===== config.mk =====
export PLATFORM = sky130hd
export DESIGN_NAME = rx_dma_bus_arbiter
export DESIGN_NICKNAME = d
export VERILOG_FILES = /design/src/rtl/rxarb_pkg.sv /design/src/rtl/rxarb_wmark.sv /design/src/rtl/rxarb_burst.sv /design/src/rtl/rx_dma_bus_arbiter.sv
export SDC_FILE = /design/constraint.sdc
export NUM_CORES = 1
export LEC_CHECK = 0
export CORE_MARGIN = 5
export CORE_UTILIZATION = 32
export CTS_BUF_LIST = sky130_fd_sc_hd__clkbuf_4 sky130_fd_sc_hd__clkbuf_8
export DETAILED_ROUTE_END_ITERATION = 12
export GPL_TIMING_DRIVEN = 0
export PLACE_DENSITY = 0.8
export SYNTH_ARGS = -nofsm -noshare
export SYNTH_HDL_FRONTEND = slang
export SYNTH_HIERARCHICAL = 1
export SYNTH_SLANG_ARGS = --single-unit

===== constraint.sdc =====
create_clock -name clk -period 1.04 [get_ports clk]
set_input_delay 0.208 -clock clk [delete_from_list [all_inputs] [get_ports clk]]
set_output_delay 0.208 -clock clk [all_outputs]
set_load 0.05 [all_outputs]

===== src/rtl/rxarb_pkg.sv =====
package rxarb_pkg;

   // Control word field positions (the decode below relies on them)
   localparam int CAP_HI    = 15;
   localparam int CAP_LO    = 14;
   localparam int URG_BIT   = 9;
   localparam int HI_MSB    = 8;
   localparam int HI_LSB    = 6;
   localparam int LO_MSB    = 5;
   localparam int LO_LSB    = 3;
   localparam int BOK_MSB   = 2;

   localparam int CTRL_W    = 16;
   localparam int BEATS_W   = 5;   // holds 1, 4, 8, 16

   // Urgency on, upper mark 6/8, lower mark 2/8
   localparam logic [CTRL_W-1:0] RXARB_CTRL_DEFAULT = 16'h0390;

   typedef struct packed {
      logic [1:0] cap_sel;
      logic       urg_on;
      logic [2:0] hi_n;
      logic [2:0] lo_n;
      logic [2:0] burst_ok;
   } arb_cfg_t;

   function automatic arb_cfg_t decode_cfg(input logic [CTRL_W-1:0] c);
      arb_cfg_t r;
      r.cap_sel  = c[CAP_HI:CAP_LO];
      r.urg_on   = c[URG_BIT];
      r.hi_n     = c[HI_MSB:HI_LSB];
      r.lo_n     = c[LO_MSB:LO_LSB];
      r.burst_ok = c[BOK_MSB:0];
      return r;
   endfunction

endpackage


===== src/rtl/rxarb_wmark.sv =====
module rxarb_wmark #(
   parameter int DEPTH = 128,
   parameter int FW    = $clog2(DEPTH+1)
) (
   input  logic          clk,
   input  logic          rst_n,
   input  logic [FW-1:0] fill,
   input  logic          urg_on,
   input  logic [2:0]    hi_n,
   input  logic [2:0]    lo_n,
   output logic          prio_o
);

   localparam int CW    = FW + 4;
   localparam int EIGHT = DEPTH / 8;

   logic [CW-1:0] fill_w, hi_lvl, lo_lvl;
   logic          marks_ok, active, prio_q, prio_d;

   assign fill_w   = CW'(fill);
   assign hi_lvl   = CW'(hi_n) * CW'(EIGHT);
   assign lo_lvl   = CW'(lo_n) * CW'(EIGHT);
   assign marks_ok = (lo_n < hi_n);
   assign active   = urg_on && marks_ok;

   always_comb begin
      prio_d = prio_q;
      if (!active)                 prio_d = 1'b0;
      else if (fill_w >= hi_lvl)   prio_d = 1'b1;
      else if (fill_w <= lo_lvl)   prio_d = 1'b0;
   end

   always_ff @(posedge clk or negedge rst_n) begin
      if (!rst_n) prio_q <= 1'b0;
      else        prio_q <= prio_d;
   end

   assign prio_o = prio_q;


   urg_off_chk: assert property (@(posedge clk) disable iff (!rst_n)
      !urg_on |=> !prio_q);


   bad_marks_chk: assert property (@(posedge clk) disable iff (!rst_n)
      (lo_n >= hi_n) |=> !prio_q);


   hi_set_chk: assert property (@(posedge clk) disable iff (!rst_n)
      (urg_on && lo_n < hi_n && fill_w >= hi_lvl) |=> prio_q);


   lo_clr_chk: assert property (@(posedge clk) disable iff (!rst_n)
      (urg_on && lo_n < hi_n && fill_w <= lo_lvl) |=> !prio_q);


   band_hold_chk: assert property (@(posedge clk) disable iff (!rst_n)
      (urg_on && lo_n < hi_n && fill_w > lo_lvl && fill_w < hi_lvl) |=> $stable(prio_q));

endmodule


===== src/rtl/rxarb_burst.sv =====
module rxarb_burst #(
   parameter int DEPTH      = 128,
   parameter int BEAT_WORDS = 4,
   parameter int FW         = $clog2(DEPTH+1)
) (
   input  logic                        clk,
   input  logic                        rst_n,
   input  logic [FW-1:0]               fill,
   input  logic [1:0]                  cap_sel,
   input  logic [2:0]                  burst_ok,
   input  logic                        hold_i,
   output logic [rxarb_pkg::BEATS_W-1:0] beats_o
);
   import rxarb_pkg::*;

   localparam int NSIZE = 3;
   localparam int CW    = FW + 12;

   logic [CW-1:0]      fill_w, cap_words;
   logic               cap_on;
   logic [NSIZE-1:0]   fits;
   logic [BEATS_W-1:0] pick, beats_q;

   assign fill_w = CW'(fill);

   always_comb begin
      cap_on    = 1'b1;
      cap_words = CW'(0);
      case (cap_sel)
         2'd2:    cap_words = CW'(32);
         2'd3:    cap_words = CW'(64);
         default: cap_on    = 1'b0;
      endcase
   end

   // one comparator pair per burst size: 4, 8, 16 beats
   for (genvar i = 0; i < NSIZE; i++) begin : g_size
      localparam logic [CW-1:0] NEED = CW'((4 << i) * BEAT_WORDS);
      assign fits[i] = burst_ok[i] && (fill_w >= NEED) && (!cap_on || cap_words >= NEED);
   end

   always_comb begin
      pick = BEATS_W'(1);
      for (int i = 0; i < NSIZE; i++)
         if (fits[i]) pick = BEATS_W'(4 << i);
   end

   always_ff @(posedge clk or negedge rst_n) begin
      if (!rst_n)       beats_q <= BEATS_W'(1);
      else if (!hold_i) beats_q <= pick;
   end

   assign beats_o = beats_q;


   beats_legal_chk: assert property (@(posedge clk) disable iff (!rst_n)
      1'b1 |=> (beats_q == 5'd1 || beats_q == 5'd4 || beats_q == 5'd8 || beats_q == 5'd16));


   beats_fill_chk: assert property (@(posedge clk) disable iff (!rst_n)
      !hold_i |=> (beats_q == 5'd1 || CW'(beats_q) * CW'(BEAT_WORDS) <= $past(fill_w)));


   cap_limit_chk: assert property (@(posedge clk) disable iff (!rst_n)
      (!hold_i && cap_sel[1]) |=> (beats_q == 5'd1 || CW'(beats_q) * CW'(BEAT_WORDS) <= $past(cap_words)));


   grant_wait_chk: assert property (@(posedge clk) disable iff (!rst_n)
      hold_i |=> $stable(beats_q));

endmodule


===== src/rtl/rx_dma_bus_arbiter.sv =====
module rx_dma_bus_arbiter #(
   parameter int DEPTH      = 128,
   parameter int BEAT_WORDS = 4,
   parameter int FW         = $clog2(DEPTH+1)
) (
   input  logic                          clk,
   input  logic                          rst_n,
   input  logic [FW-1:0]                 fill_lvl,
   input  logic [rxarb_pkg::CTRL_W-1:0]  arb_ctrl,
   input  logic                          bus_gnt,
   output logic                          bus_req,
   output logic                          bus_prio,
   output logic [rxarb_pkg::BEATS_W-1:0] burst_beats
);
   import rxarb_pkg::*;

   if (DEPTH < 8 || DEPTH % 8 != 0) begin : g_bad_depth
      $error("DEPTH must be a nonzero multiple of 8");
   end
   if (BEAT_WORDS < 1) begin : g_bad_beat
      $error("BEAT_WORDS must be at least 1");
   end
   if (FW < $clog2(DEPTH+1)) begin : g_bad_fw
      $error("FW too narrow for DEPTH");
   end

   arb_cfg_t cfg;
   logic     req_q, hold;

   assign cfg  = decode_cfg(arb_ctrl);
   assign hold = req_q && !bus_gnt;

   always_ff @(posedge clk or negedge rst_n) begin
      if (!rst_n) req_q <= 1'b0;
      else        req_q <= (fill_lvl != '0);
   end

   rxarb_wmark #(.DEPTH(DEPTH), .FW(FW)) u_wmark (
      .clk    (clk),
      .rst_n  (rst_n),
      .fill   (fill_lvl),
      .urg_on (cfg.urg_on),
      .hi_n   (cfg.hi_n),
      .lo_n   (cfg.lo_n),
      .prio_o (bus_prio)
   );

   rxarb_burst #(.DEPTH(DEPTH), .BEAT_WORDS(BEAT_WORDS), .FW(FW)) u_burst (
      .clk      (clk),
      .rst_n    (rst_n),
      .fill     (fill_lvl),
      .cap_sel  (cfg.cap_sel),
      .burst_ok (cfg.burst_ok),
      .hold_i   (hold),
      .beats_o  (burst_beats)
   );

   assign bus_req = req_q;


   req_track_chk: assert property (@(posedge clk) disable iff (!rst_n)
      1'b1 |=> (req_q == ($past(fill_lvl) != '0)));


   prio_needs_req_chk: assert property (@(posedge clk) disable iff (!rst_n)
      (bus_prio && cfg.urg_on && cfg.lo_n < cfg.hi_n) |-> req_q);

endmodule


==> metrics.csv <==
metric;value;unit
synth_top_area_frac;0.256;
finalPower;0.000909;W
postRouteWirelength;1.51;mm
ys.warnings.count;6;
cpPeakStageDelay;0.54;ns
period_minus_slack;1.14;ns
end_kind;primary output;
cts_buffers;3;
die_h;49.1;µm
dieWidth;49.1;µm
run_status;finished, violations left;
vias_per_cell;5.30;
layout-drive-gt1-share;0.461;
cp_top_family;flip-flops;
synth_top_area_cell;dfrtp_1;
drc;0;
antenna_found_initial;0;
yosysUniqueCellTypes;25;
hold_class;input pin to asynchronous set/reset pin;
critical_path_class;flip-flop to primary output;
ctsHoldBuffers;0;
antenna_cells;0;
pwr-share-clk;0.287;
overflow;0;
synth_common_cells;8 x ha_1, 6 x inv_1, 5 x dfrtp_1, 4 x nand2_1;
switchingPower;0.000298;W
final.period_utilization;1.09;
wl_per_cell;14.4;µm
synth-edff-count;0;
ios;34;
startpoint_type;flip-flop;
cts_max_level;1;
grt_pass1_vias;594;
setup_ws;-0.0987;ns
dieArea;2410;µm²
via_count;556;
maxSlewViolCount;0;
finalSetupViolations;1;
setup_tns;-0.0987;ns
combPwrFrac;0.415;
crit_buf_inv;1;
drt-initial-drc-count;5;
drt-pass1-iter-count;4;
p_seq_frac;0.298;
ys.flop_type;dfrtp_1;
clock_sinks;6;
vdd_ir_drop_max;0.482;mV
maxCapViolations;0;
rows;14;
r2r_end;u_burst/beats_o[0];
syn_nets;89;
grt_usage;0.136;
cts_tree;built;
syn_avg_cell_area;9.04;µm²
grt_max_degree;7;
sw_frac_of_total;0.328;
syn_to_final_growth;90.5;%
critPathMaxFanout;2;
ctsRootBufferMaster;clkbuf_4;
fillers;134;
reg2reg_slack;0.02;ns
start_util;0.332;
synth.area.top_cells;dfrtp_1 26%, ha_1 21%, a32o_1 6.2%;
seqCellArea;153;µm²
grt_setup_unrepaired;true;
internal-power;0.000611;W
gp_congestion;0.767;
slowest_stage;dfstp_2;
ys_seq_area_frac;0.310;
cts.path.max_buffers;2;
syn_inst;54;
coreArea;1470;µm²
ff2ff_path_depth;3;
ant_nets;0;
synth-seq-cells;6;
insertion_delay;0.25;ns
reg2reg_from;bus_req;
synth_area;488;µm²
finalClockSkew;0.00746;ns
nets;125;
multiInputGateArea;413;µm²
grt_pass1_wl;2.55;mm
critPathArrivalTime;0.93;ns
p_leak;0.421;nW
failed_checks;setup timing;
required;0.83;ns
synth_async_sr_flop_share;1.00;
cellPowerDensity;978;nW/µm²
path_clk_slew;0.05;ns
hold_viol_final;0;
crit_chain;buf_8;
io_buffers;28;
yosysMostFrequentCell;ha_1;
max_freq;878;MHz
dpl.hpwl;1.22;mm
==> final cells by class <==
class                      instances  area share
tap                               16      0.0215
timing repair buffer              31       0.306
inverter                           6      0.0242
clock buffer                       4      0.0323
buffer                             1     0.00808
multi-input combinational         41       0.444
sequential                         6       0.164
==> flip-flops by register name, indices dropped and copies added (netlist names) <==
name             count
bus_req              1
u_wmark/prio_o       1
u_burst/beats_o      4
==> kinds of logic after synthesis <==
kind of cell,Yosys count,share of synthesized area
flip-flops,6,0.310
buffers and inverters,7,0.0615
other,1,0.00768
AO/OA/AOI/OAI,12,0.169
AND/OR/NAND/NOR,20,0.246
adder cells (fa/ha/maj),8,0.205
==> power groups by stage <==
stage	logic, W	clock network, W	registers, W
after floorplan	0.000102	0	0.000334
after global placement	0.000322	0	0.000268
after detailed placement	0.000331	0	0.000271
after CTS	0.000357	0.000275	0.000269
after global routing	0.000405	0.000285	0.000273
final	0.000377	0.000261	0.000271
==> worst max-delay path by stage <==
stage                             from                  to  slack, ns  depth (start not counted)
floorplan                      bus_req  u_burst/beats_o[2]       -0.1                          3
global placement           fill_lvl[5]      u_wmark/prio_o      -0.70                          6
detailed placement         fill_lvl[5]      u_wmark/prio_o      -0.71                          6
CTS                 u_burst/beats_o[0]      burst_beats[0]      -0.11                          1
global route        u_burst/beats_o[0]      burst_beats[0]      -0.12                          1
finish              u_burst/beats_o[0]      burst_beats[0]       -0.1                          1
==> per-stage QoR <==
step	setup slack, ns	instances	utilization	instance area (µm²)	hold slack [ns]
6_report	-0.0987	105	0.632	930	0.194
3_5_place_dp	-0.708	98	0.552	812	0.463
3_3_place_gp	-0.702	98	0.552	812	0.459
4_1_cts	-0.112	103	0.610	897	0.182
2_1_floorplan	-0.0969	54	-	512	-0.0876
5_1_grt	-0.119	105	0.632	930	0.203
==> per-layer routing <==
layer,GRT usage,share of wire,vias up
li1,-,-,271
met2,0.241,0.54,22
met3,0.0398,0.064,4
met4,0.0673,0.015,0
met1,0.143,0.38,259
met5,0,0,-
==> repair_timing <==
action	in CTS	in global routing
resized for setup	94	14
endpoints found under the setup margin	11	9
pin swaps	11	7
setup buffers	1	2
==> cells in the final DEF (no fill, tap or decap), drive strengths merged, types with 2 or more instances in the layout <==
master / n
clkdlybuf4s50: 7
a21oi: 2
a32o: 3
ha: 8
buf: 18
dfrtp: 5
nand2b: 3
dlygate4sd2: 6
nand3: 3
nor4: 2
a31oi: 2
o21ai: 3
nand2: 4
clkbuf: 5
inv: 6
Power figures use the tool's default switching activity.
